===== src/rtl/moesi_pkg.sv =====
package moesi_pkg;
  typedef enum logic [2:0] {
    ST_I = 3'd0, ST_S = 3'd1, ST_E = 3'd2, ST_O = 3'd3, ST_M = 3'd4
  } line_st_t;

  typedef enum logic [2:0] {
    BC_IDLE = 3'd0, BC_RD = 3'd1, BC_RDX = 3'd2, BC_UPG = 3'd3, BC_WB = 3'd4
  } bus_cmd_t;

  typedef enum logic [1:0] {
    OP_RD = 2'd0, OP_WR = 2'd1, OP_EV = 2'd2, OP_RSV = 2'd3
  } req_op_t;
endpackage


===== src/rtl/moesi_snoop_resp.sv =====
module moesi_snoop_resp
  import moesi_pkg::*;
(
  input  line_st_t cur_i,
  input  logic     valid_i,
  input  logic [2:0] cmd_i,
  output line_st_t nxt_o,
  output logic     supply_o,
  output logic     shared_o
);
  logic dirty, held;
  assign dirty = (cur_i == ST_M) || (cur_i == ST_O);
  assign held  = (cur_i != ST_I);

  always_comb begin
    nxt_o    = cur_i;
    supply_o = 1'b0;
    shared_o = 1'b0;
    if (valid_i) begin
      unique case (cmd_i)
        3'(BC_RD): begin
          supply_o = dirty;
          shared_o = held;
          if (cur_i == ST_M) nxt_o = ST_O;
          else if (cur_i == ST_E) nxt_o = ST_S;
        end
        3'(BC_RDX): begin
          supply_o = dirty;
          shared_o = held;
          nxt_o    = ST_I;
        end
        3'(BC_UPG): nxt_o = ST_I;
        default: ;
      endcase
    end
  end
endmodule


===== src/rtl/moesi_local_resp.sv =====
module moesi_local_resp
  import moesi_pkg::*;
(
  input  line_st_t   cur_i,
  input  logic [1:0] op_i,
  output line_st_t   nxt_o,
  output logic       need_bus_o,
  output bus_cmd_t   cmd_o
);
  always_comb begin
    nxt_o      = cur_i;
    need_bus_o = 1'b0;
    cmd_o      = BC_IDLE;
    unique case (op_i)
      2'(OP_WR): begin
        unique case (cur_i)
          ST_M, ST_E: nxt_o = ST_M;  // E promotes silently
          ST_S, ST_O: begin need_bus_o = 1'b1; cmd_o = BC_UPG; end
          default:    begin need_bus_o = 1'b1; cmd_o = BC_RDX; end
        endcase
      end
      2'(OP_EV): begin
        if (cur_i == ST_M || cur_i == ST_O) begin
          need_bus_o = 1'b1;
          cmd_o      = BC_WB;
        end else begin
          nxt_o = ST_I;
        end
      end
      default: begin  // read, reserved code treated as read
        if (cur_i == ST_I) begin
          need_bus_o = 1'b1;
          cmd_o      = BC_RD;
        end
      end
    endcase
  end
endmodule


===== src/rtl/moesi_state_array.sv =====
module moesi_state_array
  import moesi_pkg::*;
#(
  parameter int NUM_LINES = 8,
  parameter int IDX_W     = 3
) (
  input  logic                 clk_i,
  input  logic                 rst_ni,
  input  logic                 snp_we_i,
  input  logic [IDX_W-1:0]     snp_idx_i,
  input  line_st_t             snp_st_i,
  input  logic                 loc_we_i,
  input  logic [IDX_W-1:0]     loc_idx_i,
  input  line_st_t             loc_st_i,
  output line_st_t [NUM_LINES-1:0] st_o
);
  for (genvar g = 0; g < NUM_LINES; g++) begin : g_line
    // local write already folds in a same-cycle snoop, so it wins
    always_ff @(posedge clk_i or negedge rst_ni) begin
      if (!rst_ni) begin
        st_o[g] <= ST_I;
      end else if (loc_we_i && (int'(loc_idx_i) == g)) begin
        st_o[g] <= loc_st_i;
      end else if (snp_we_i && (int'(snp_idx_i) == g)) begin
        st_o[g] <= snp_st_i;
      end
    end
  end
endmodule


===== src/rtl/moesi_line_ctrl.sv =====
module moesi_line_ctrl
  import moesi_pkg::*;
#(
  parameter int NUM_LINES = 8,
  localparam int IdxW = (NUM_LINES > 1) ? $clog2(NUM_LINES) : 1
) (
  input  logic                   clk_i,
  input  logic                   rst_ni,
  input  logic                   req_valid_i,
  input  logic [1:0]             req_op_i,
  input  logic [IdxW-1:0]        req_idx_i,
  output logic                   req_ready_o,
  output logic                   req_done_o,
  output logic [2:0]             bus_cmd_o,
  output logic [IdxW-1:0]        bus_idx_o,
  input  logic                   bus_grant_i,
  input  logic                   bus_shared_i,
  input  logic                   snoop_valid_i,
  input  logic [2:0]             snoop_cmd_i,
  input  logic [IdxW-1:0]        snoop_idx_i,
  output logic                   snoop_supply_o,
  output logic                   snoop_shared_o,
  output logic [3*NUM_LINES-1:0] line_state_o
);
  line_st_t [NUM_LINES-1:0] st;
  line_st_t snp_nxt, eff_st, lr_nxt, grant_st, loc_st;
  bus_cmd_t lr_cmd, pend_cmd_q;
  logic     lr_bus, busy_q, done_q, accept, granted, pend_hit, wb_cancel, loc_we;
  logic [IdxW-1:0] pend_idx_q, loc_idx;

  moesi_snoop_resp u_snoop (
    .cur_i    (st[snoop_idx_i]),
    .valid_i  (snoop_valid_i),
    .cmd_i    (snoop_cmd_i),
    .nxt_o    (snp_nxt),
    .supply_o (snoop_supply_o),
    .shared_o (snoop_shared_o)
  );

  // bus order: a snoop in the same cycle lands before the local decision
  assign eff_st = (snoop_valid_i && snoop_idx_i == req_idx_i) ? snp_nxt : st[req_idx_i];

  moesi_local_resp u_local (
    .cur_i      (eff_st),
    .op_i       (req_op_i),
    .nxt_o      (lr_nxt),
    .need_bus_o (lr_bus),
    .cmd_o      (lr_cmd)
  );

  assign accept   = req_valid_i && !busy_q;
  assign granted  = busy_q && bus_grant_i;
  assign pend_hit = busy_q && !bus_grant_i && snoop_valid_i &&
                    (snoop_idx_i == pend_idx_q) && (snp_nxt == ST_I);
  assign wb_cancel = pend_hit && (pend_cmd_q == BC_WB);

  always_comb begin
    unique case (pend_cmd_q)
      BC_RD:          grant_st = bus_shared_i ? ST_S : ST_E;
      BC_RDX, BC_UPG: grant_st = ST_M;
      default:        grant_st = ST_I;
    endcase
  end

  assign loc_we  = granted || (accept && !lr_bus);
  assign loc_idx = busy_q ? pend_idx_q : req_idx_i;
  assign loc_st  = busy_q ? grant_st : lr_nxt;

  moesi_state_array #(.NUM_LINES(NUM_LINES), .IDX_W(IdxW)) u_array (
    .clk_i     (clk_i),
    .rst_ni    (rst_ni),
    .snp_we_i  (snoop_valid_i),
    .snp_idx_i (snoop_idx_i),
    .snp_st_i  (snp_nxt),
    .loc_we_i  (loc_we),
    .loc_idx_i (loc_idx),
    .loc_st_i  (loc_st),
    .st_o      (st)
  );

  always_ff @(posedge clk_i or negedge rst_ni) begin
    if (!rst_ni) begin
      busy_q     <= 1'b0;
      pend_cmd_q <= BC_IDLE;
      pend_idx_q <= '0;
      done_q     <= 1'b0;
    end else begin
      done_q <= (accept && !lr_bus) || granted || wb_cancel;
      if (!busy_q) begin
        if (accept && lr_bus) begin
          busy_q     <= 1'b1;
          pend_cmd_q <= lr_cmd;
          pend_idx_q <= req_idx_i;
        end
      end else if (bus_grant_i) begin
        busy_q     <= 1'b0;
        pend_cmd_q <= BC_IDLE;
      end else if (pend_hit) begin
        if (pend_cmd_q == BC_UPG) pend_cmd_q <= BC_RDX;  // lost the shared copy
        else if (pend_cmd_q == BC_WB) begin
          busy_q     <= 1'b0;
          pend_cmd_q <= BC_IDLE;
        end
      end
    end
  end

  assign req_ready_o = !busy_q;
  assign req_done_o  = done_q;
  assign bus_cmd_o   = busy_q ? 3'(pend_cmd_q) : 3'(BC_IDLE);
  assign bus_idx_o   = pend_idx_q;
  assign line_state_o = st;
endmodule


===== config.mk =====
export PLATFORM = sky130hd
export DESIGN_NAME = moesi_line_ctrl
export DESIGN_NICKNAME = d
export VERILOG_FILES = /design/src/rtl/moesi_pkg.sv /design/src/rtl/moesi_snoop_resp.sv /design/src/rtl/moesi_local_resp.sv /design/src/rtl/moesi_state_array.sv /design/src/rtl/moesi_line_ctrl.sv
export SDC_FILE = /design/constraint.sdc
export NUM_CORES = 1
export LEC_CHECK = 0
export ABC_CLOCK_PERIOD_IN_PS = 5250
export BUFFER_PORTS_ARGS = -buffer_cell sky130_fd_sc_hd__buf_2
export CORE_ASPECT_RATIO = 2
export CORE_MARGIN = 4
export CORE_UTILIZATION = 60
export CTS_CLUSTER_DIAMETER = 50
export DETAILED_ROUTE_END_ITERATION = 12
export PLACE_DENSITY_LB_ADDON = 0.1
export SYNTH_ARGS = -nofsm -noshare
export SYNTH_HDL_FRONTEND = slang
export SYNTH_SLANG_ARGS = --single-unit

===== constraint.sdc =====
create_clock -name clk_i -period 5.25 [get_ports clk_i]
set_input_delay 0.525 -clock clk_i [delete_from_list [all_inputs] [get_ports clk_i]]
set_output_delay 0.525 -clock clk_i [all_outputs]
set_load 0.02 [all_outputs]

==> results of run 1 <==
-- power by group --
group | internal (mW) | leakage (nW) | total, mW | switching, mW
combinational | 0.419 | 1.05 | 1.03 | 0.613
sequential | 0.363 | 0.399 | 0.538 | 0.175
clock | 0.140 | 0.0541 | 0.249 | 0.109
total | 0.923 | 1.50 | 1.82 | 0.896
-- worst paths after layout --
path	startpoint	to	slack [ps]	cells after the start
worst max register to register	u_array.st_o[1]	pend_cmd_q[2]	2040	9
worst min-delay path	rst_ni	u_array.st_o[4]	290	1
min in group clk_i	bus_grant_i	pend_cmd_q[1]	580	4
worst min register to register	pend_cmd_q[0]	pend_cmd_q[0]	590	1
worst max-delay path	snoop_idx_i[0]	pend_cmd_q[2]	1820	10
max in group asynchronous	rst_ni	u_array.st_o[12]	4480	1
-- worst reg2reg max path, delay by kind of cell (launching register included) --
family,cells,cell delay [ps]
flip-flops,1,460
multiplexers,1,120
XOR/XNOR,1,400
AO/OA/AOI/OAI,4,1640
AND/OR/NAND/NOR,3,510
-- flip-flops by register name (all words and copies together), names as in the netlist --
name          count
u_array.st_o     24
bus_idx_o         3
pend_cmd_q        3
busy_q            1
req_done_o        1
-- kinds of logic (layout without fill, tap and decap cells) --
family / Yosys count / count (layout)
AOI/OAI and AO/OA: 80 / 80
muxes: 59 / 59
and+or+nand+nor: 96 / 96
xor gates and xnor gates: 8 / 8
buffers and inverters: 23 / 66
DFF: 32 / 32
adders and majority gates: 2 / 2
-- layer usage --
metal | part of all wire | routed length, µm
met4 | 0.069 | 610
met2 | 0.52 | 4660
met3 | 0.072 | 642
met1 | 0.33 | 2970
met5 | 0 | 0
-- cell usage in the layout (no fill, tap or decap), drive strengths merged, types with 6 or more instances in the layout --
master and instances:
mux2 14, a21oi 11, a2bb2oi 10, inv 7
nand3 8, nand2 27, nor3 6, o2bb2ai 9
buf 50, nor2 17, o21ai 13, nand2b 13
mux2i 41, dfrtp 32
-- cell type report --
cell class	count	area [µm²]	area share
Multi-Input combinational cell	245	2010	0.614
Clock buffer	5	68.8	0.0210
Tap cell	55	68.8	0.0210
Sequential cell	32	801	0.245
Clock inverter	3	42.5	0.0130
Inverter	8	30.0	0.00918
Timing Repair Buffer	50	250	0.0765
-- through the flow --
stage	cells	instance area, µm²
4_1_cts	398	3270
2_1_floorplan	300	2940
3_3_place_gp	390	3160
6_report	398	3270
3_5_place_dp	390	3160
5_1_grt	398	3270
==> key figures, run 1 <==
Synthesis
  • Post-Synthesis Cells: 300
  • Most frequent cell after synthesis: mux2i_1
  • Post-Synth XOR/XNOR Area: 0.0239
  • Netlist Area Pre-Place: 2940 µm²
  • Area share of fa/ha/maj cells after synthesis: 0.00853
  • Synthesized Nets: 319
  • Synthesis-stage register bit count: 32
  • Largest area contributor in the netlist: dfrtp_1
  • Yosys top cell area share: 0.273
  • Post-synthesis compound-gate area fraction: 0.232
  • Ys flop type: dfrtp_1
  • Cell variety after synth: 70
  • Sequential element share of the synthesized area: 0.273
  • Largest cells by area after synthesis: dfrtp_1 (27%), mux2i_1 (14%), mux2_2 (4.2%), mux4_2 (3.1%), a2bb2oi_1 (3.0%)
  • Async S/R FF share, synth: 1.00
  • Synth warn: 0
  • Mean area per synthesized cell: 9.78 µm²
  • Number of flops mapped to enable cells by yosys: 0
  • Post-synthesis mux area share: 0.228
  • Largest family of logic cells by synthesized area: compound AO/OA/AOI/OAI gates
  • Post-Synth Simple-Gate Area: 0.192
  • Top cells by count, synth: mux2i_1 (41), dfrtp_1 (32), nand2_1 (17), nor2_1 (17), mux2_2 (11)

Clock tree
  • Post-CTS sizing: 0
  • CTS root buffer: clkbuf_8
  • Clk buf depth: 2
  • Hold_buf cts: 0
  • Clock Pin Slew Worst Setup and Hold Paths: 70 ps
  • Cts bufs inserted: 5
  • Clock insertion delay at the later pin of the skew report: 300 ps
  • # Post-CTS Setup Buffers: 0
  • CTS tree: yes
  • Clk sinks: 32
  • H-tree depth: 2

Power and ir drop
  • P_leak: 1.50 nW
  • P per Cell Area: 556 nW/µm²
  • Worst vdd ir: 0.383 mV
  • Final Power: 1.82 mW

STA
  • Clock skew after layout: 6.29 ps
  • WHS: 288 ps
  • Hold Vio Cnt, Final: 0
  • Tmin final: 3430 ps
  • Worst-Margin Slew: 1150 ps
  • RSZ-0062 raised after global routing: false
  • Setup_tns: 0 ps
  • Relative slew slack: 0.235
  • Fmax: 291 MHz
  • Final worst-path cycle share: 0.654
  • Final Setup Violations: 0
  • Slew Limit Fails: 0
  • Setup WS post-layout: 1820 ps

Min path
  • Worst min path class: in -> async

Global routing
  • GR Layer Usage met2: 0.537
  • GRT Residual Overflow: 0
  • Met1 usage: 0.323
  • Vias in the first global route: 2,811
  • GR Layer Usage met3: 0.0687
  • Largest net degree at the start of global routing: 33
  • GRT Total Usage: 0.309
  • Initial antenna violation count: 0
  • Top Usage Layer GRT: met2
  • First-pass GRT wire length: 14.4 mm

Detailed routing
  • Remaining antenna violation count: 0
  • DRT Pass-1 Iters: 5
  • Via Count: 2,745
  • Wire per inst: 22.3 µm
  • DRC: 0
  • Starting DRT DRC Count: 158
  • DR vias/cell: 6.90
  • DRT Wirelength: 8.88 mm

Critical path
  • Critical path endpoint category: flip-flop
  • Req. time, crit path: 5460 ps
  • Max Fanout on Critical Path: 20
  • Crit path buffers/inverters: 1
  • Family with the most delay on the worst path: compound AO/OA/AOI/OAI gates
  • Crit path DAT: 3650 ps
  • CP cell instances: buf_2 -> mux2_2 -> a2bb2oi_1 -> nand2_2 -> xnor2_1 -> nand3_1 -> a22oi_1 -> nor4_1 -> a21oi_1 -> o2bb2ai_1
  • Max incr delay on CP: 900 ps
  • Slowest CP cell: a22oi_1
  • Worst Setup Start Kind: input pin
  • CP Class: in -> reg

Floorplanning
  • Die width: 57.5 µm
  • Die Area: 6140 µm²
  • Row cnt: 35
  • Core ar.: 4690 µm²
  • Die Span Y: 107 µm
  • Top Ports: 51
  • Initial core utilization: 0.626

Final layout
  • Fraction of layout cells with a size suffix above 1: 0.321
  • # diodes: 0
  • # fillers: 387
  • Core Util, Final: 0.698
  • Layout Area Growth over Synthesis: 11.4%
  • Final nets: 361

Run status
  • Outcome: completed

Place
  • Placer congestion estimate: 0.944
  • Final HPWL DP: 6.77 mm
  • Pre-CTS setup slack: 1590 ps
  • PortBufs: 50

Job
  • Max Cap Violations: 0
Note: power is estimated with default switching activity, not from simulation.
==> run 2: changes to the inputs <==
- ABC_CLOCK_PERIOD_IN_PS: 5250 -> 3580
- CORE_UTILIZATION: 60 -> 57
- clock period: 5.25 -> 3.58 ns (I/O delays scaled with it)
==> key figures, run 2 (synthesized netlist as in run 1, its figures left out) <==
STA
  • Final Setup Violations: 0
  • Setup_tns: 0 ps
  • Relative slew slack: 0.437
  • Slew Limit Fails: 0
  • Tmin final: 3190 ps
  • Hold Vio Cnt, Final: 0
  • Fmax: 313 MHz
  • Worst-Margin Slew: 839 ps
  • WHS: 111 ps
  • Clock skew after layout: 3.83 ps
  • RSZ-0062 raised after global routing: false
  • Final worst-path cycle share: 0.892

Global routing
  • GRT Total Usage: 0.307
  • Initial antenna violation count: 0
  • GRT Residual Overflow: 0
  • Vias in the first global route: 2,866
  • Largest net degree at the start of global routing: 33
  • First-pass GRT wire length: 14.7 mm

Clock tree
  • Clock Pin Slew Worst Setup and Hold Paths: 70 ps
  • Clk sinks: 32
  • Clk buf depth: 2
  • CTS tree: yes
  • CTS root buffer: clkbuf_8
  • Cts bufs inserted: 5
  • Post-CTS sizing: 0
  • H-tree depth: 2
  • # Post-CTS Setup Buffers: 0
  • Clock insertion delay at the later pin of the skew report: 300 ps
  • Hold_buf cts: 0

Power and ir drop
  • Int Pwr: 1.39 mW
  • Clock Power Share: 0.131
  • Flop pwr share: 0.289
  • P per Cell Area: 817 nW/µm²
  • Power share of the combinational group: 0.579
  • Net Sw Frac: 0.489
  • Worst vdd ir: 0.598 mV
  • Final Power: 2.72 mW
  • Switching power total: 1.33 mW
  • P_leak: 1.54 nW

Final layout
  • # fillers: 445
  • Commonest non-fill, non-tap cell in the layout: buf_2
  • Core Util, Final: 0.673
  • Max reg flops: 24
  • FF+latch area: 801 µm²
  • Layout Area Growth over Synthesis: 13.6%
  • Most frequent cells in the layout: buf_2 (50), mux2i_1 (41), dfrtp_1 (32), nand2_1 (17), nor2_1 (17)
  • Area of the multi-input gates: 2010 µm²
  • # diodes: 0
  • Fraction of layout cells with a size suffix above 1: 0.336
  • Biggest register: u_array.st_o
  • Final nets: 369

Detailed routing
  • Wire per inst: 22.7 µm
  • DRC: 0
  • Starting DRT DRC Count: 251
  • DR vias/cell: 6.75
  • Via Count: 2,752
  • DRT Pass-1 Iters: 4
  • DRT Wirelength: 9.25 mm
  • Remaining antenna violation count: 0

Critical path
  • CP Class: in -> reg
  • Critical path endpoint category: flip-flop
  • Crit path from: snoop_idx_i[0]
  • CP cell instances: buf_2 -> mux2i_1 -> a22oi_1 -> nand2_2 -> xnor2_1 -> a21boi_4 -> a31oi_4 -> o41ai_4 -> nand2b_2 -> a2bb2oi_1
  • Family with the most delay on the worst path: compound AO/OA/AOI/OAI gates
  • Slowest CP cell: o41ai_4
  • Crit path DAT: 3390 ps
  • Max incr delay on CP: 650 ps
  • Max Fanout on Critical Path: 20
  • Req. time, crit path: 3780 ps
  • Worst reg2reg startpoint: u_array.st_o[1]
  • Crit path buffers/inverters: 1
  • Worst Setup Start Kind: input pin

Floorplanning
  • Row cnt: 36
  • Core ar.: 4950 µm²
  • Die width: 58.7 µm
  • Die Span Y: 109 µm
  • Die Area: 6430 µm²
  • Initial core utilization: 0.592
  • Top Ports: 51

Place
  • Final HPWL DP: 7.30 mm
  • PortBufs: 50
  • Placer congestion estimate: 0.977

Run status
  • Outcome: completed

Min path
  • Worst min path class: in -> async

Job
  • Max Cap Violations: 0
run 2: per-stage QoR:
stage	cell area, µm²	worst slack, ps	cells
after floorplan	2940	657	300
after global placement	3220	244	400
after detailed placement	3220	147	400
after CTS	3330	458	408
after global routing	3330	211	408
final	3330	387	408
run 2: power by group through the flow:
stage,combinational [mW],clock (mW),sequential (mW)
final,1.58,0.358,0.788
after global routing,1.70,0.374,0.803
after CTS,1.57,0.360,0.771
after detailed placement,1.56,0,0.774
after global placement,1.53,0,0.778
after floorplan,0.943,0,0.872
run 2: cell type report:
cell class,instances,share of cell area
tap,57,0.0214
clock buffer,5,0.0206
inverter,8,0.00901
timing repair buffer,58,0.0931
multi-input combinational,245,0.603
clock inverter,3,0.0128
sequential,32,0.240
run 2: worst paths after layout:
check	end	slack, ps	cells after the start
max	u_array.st_o[14]	390	10
min	req_done_o	110	1
max reg2reg	u_array.st_o[14]	430	9
min reg2reg	bus_idx_o[2]	620	1
max in group asynchronous	u_array.st_o[22]	3000	1
min in group clk_i	pend_cmd_q[1]	420	4
run 2: metal layers:
layer / track usage / vias to the layer above / share of wire
li1: - / 1236 / -
met1: 0.307 / 1343 / 0.34
met2: 0.555 / 126 / 0.55
met3: 0.0364 / 47 / 0.044
met4: 0.227 / 0 / 0.067
met5: 0 / - / 0
==> run 3: changes to the inputs <==
- CORE_UTILIZATION: 57 -> 45
==> key figures, run 3 (synthesized netlist as in run 1, its figures left out) <==
Run status
  • Outcome: completed

Final layout
  • Fraction of layout cells with a size suffix above 1: 0.340
  • # fillers: 596
  • Fin cells: 439
  • Layout Area Growth over Synthesis: 17.7%
  • Max reg flops: 24
  • Commonest non-fill, non-tap cell in the layout: buf_2
  • Final Instance Area: 3460 µm²
  • Biggest register: u_array.st_o
  • Final nets: 371
  • # diodes: 0
  • Most frequent cells in the layout: buf_2 (50), mux2i_1 (41), dfrtp_1 (32), nand2_1 (17), nor2_1 (17)

Critical path
  • Req. time, crit path: 3740 ps
  • R2R cell count: 10
  • Worst reg2reg startpoint: u_array.st_o[8]
  • R2R setup slack: 310 ps
  • Max Fanout on Critical Path: 20
  • R2r endpoint: u_array.st_o[20]
  • Critical path endpoint category: flip-flop
  • Crit path DAT: 3440 ps
  • Worst Setup Start Kind: input pin
  • CP Class: in -> reg

STA
  • Relative slew slack: 0.523
  • WHS: 128 ps
  • Fmax: 305 MHz
  • Clock skew after layout: 2.93 ps
  • RSZ-0062 raised after global routing: false
  • Final Setup Violations: 0
  • Tmin final: 3280 ps
  • Slew Limit Fails: 0
  • Worst-Margin Slew: 715 ps
  • Hold Vio Cnt, Final: 0
  • Final worst-path cycle share: 0.917
  • Setup_tns: 0 ps

Place
  • Dpl cells: 431
  • DP Area: 3270 µm²
  • Placer congestion estimate: 0.954
  • Final HPWL DP: 7.54 mm
  • PortBufs: 50

Global routing
  • GRT Residual Overflow: 0
  • GR Layer Usage met2: 0.475
  • Met1 usage: 0.264
  • GRT Total Usage: 0.258
  • Vias in the first global route: 2,792
  • First-pass GRT wire length: 15.4 mm
  • Top Usage Layer GRT: met2
  • Largest net degree at the start of global routing: 33
  • Initial antenna violation count: 0
  • GR Layer Usage met3: 0.0348

Clock tree
  • Clock Pin Slew Worst Setup and Hold Paths: 50 ps
  • # Post-CTS Setup Buffers: 0
  • Hold_buf cts: 0
  • Clock insertion delay at the later pin of the skew report: 280 ps
  • Cts bufs inserted: 5
  • CTS tree: yes
  • Clk buf depth: 2
  • H-tree depth: 2
  • Post-CTS sizing: 0
  • CTS root buffer: clkbuf_16
  • Clk sinks: 32

Detailed routing
  • DR vias/cell: 6.13
  • Remaining antenna violation count: 0
  • DRT Pass-1 Iters: 4
  • DRC: 0
  • DRT Wirelength: 9.50 mm
  • Via Count: 2,689
  • Wire per inst: 21.6 µm
  • Starting DRT DRC Count: 180

Power and ir drop
  • P per Cell Area: 842 nW/µm²
  • Worst vdd ir: 0.472 mV
  • Final Power: 2.91 mW
  • P_leak: 1.59 nW

Floorplanning
  • Initial core utilization: 0.465
  • Die Area: 7960 µm²
  • Row cnt: 41
  • Die Span Y: 122 µm
  • Core ar.: 6310 µm²
  • Die width: 65.1 µm
  • Top Ports: 51

Job
  • Max Cap Violations: 0

Min path
  • Worst min path class: in -> async
run 3: changes by cell type in the layout (fill, tap and decap cells not counted):
cell / previous run / this run
clkinv_2: 1 / 0
clkbuf_16: 0 / 5
clkbuf_8: 5 / 2
clkinvlp_4: 1 / 0
buf_4: 8 / 10
run 3: worst max-delay path by stage:
| stage | from | endpoint | slack (ps) |
|---|---|---|---|
| 6_report | snoop_idx_i[0] | u_array.st_o[20] | 300 |
| 5_1_grt | snoop_idx_i[0] | u_array.st_o[23] | 110 |
| 4_1_cts | snoop_idx_i[0] | u_array.st_o[20] | 360 |
| 3_5_place_dp | snoop_idx_i[0] | u_array.st_o[20] | 80 |
| 3_3_place_gp | snoop_idx_i[0] | u_array.st_o[20] | 110 |
| 2_1_floorplan | req_idx_i[0] | bus_idx_o[0] | 660 |
run 3: power by group:
group | switching, mW | total, mW | internal, mW
Sequential | 0.271 | 0.804 | 0.534
Combinational | 0.923 | 1.58 | 0.660
Clock | 0.156 | 0.522 | 0.366
run 3: cell type report:
type,count,area (µm²),area share
Inverter,8,30.0,0.00869
Multi-Input combinational cell,245,2010,0.581
Clock buffer,7,153,0.0442
Tap cell,86,108,0.0311
Sequential cell,32,801,0.232
Timing Repair Buffer,60,325,0.0941
Clock inverter,1,30.0,0.00869
run 3: worst max-delay path: stages:
cell and delay (ps):
buf_2 380, mux2_2 250, a2bb2oi_1 360, nand2_2 190, xnor2_1 230, a21boi_4 330
a31oi_4 210, o41ai_4 700, o21ai_2 230, a2bb2oi_1 190
run 3: through the flow:
step,util,worst slack [ps]
after detailed placement,0.519,79.3
after global routing,0.548,112
after global placement,0.519,105
after floorplan,-,657
after CTS,0.548,362
final,0.548,297
run 3: per-layer routing:
metal,part of all wire,wire length (µm)
met4,0.068,643
met1,0.35,3300
met3,0.035,333
met5,0,0
met2,0.55,5220
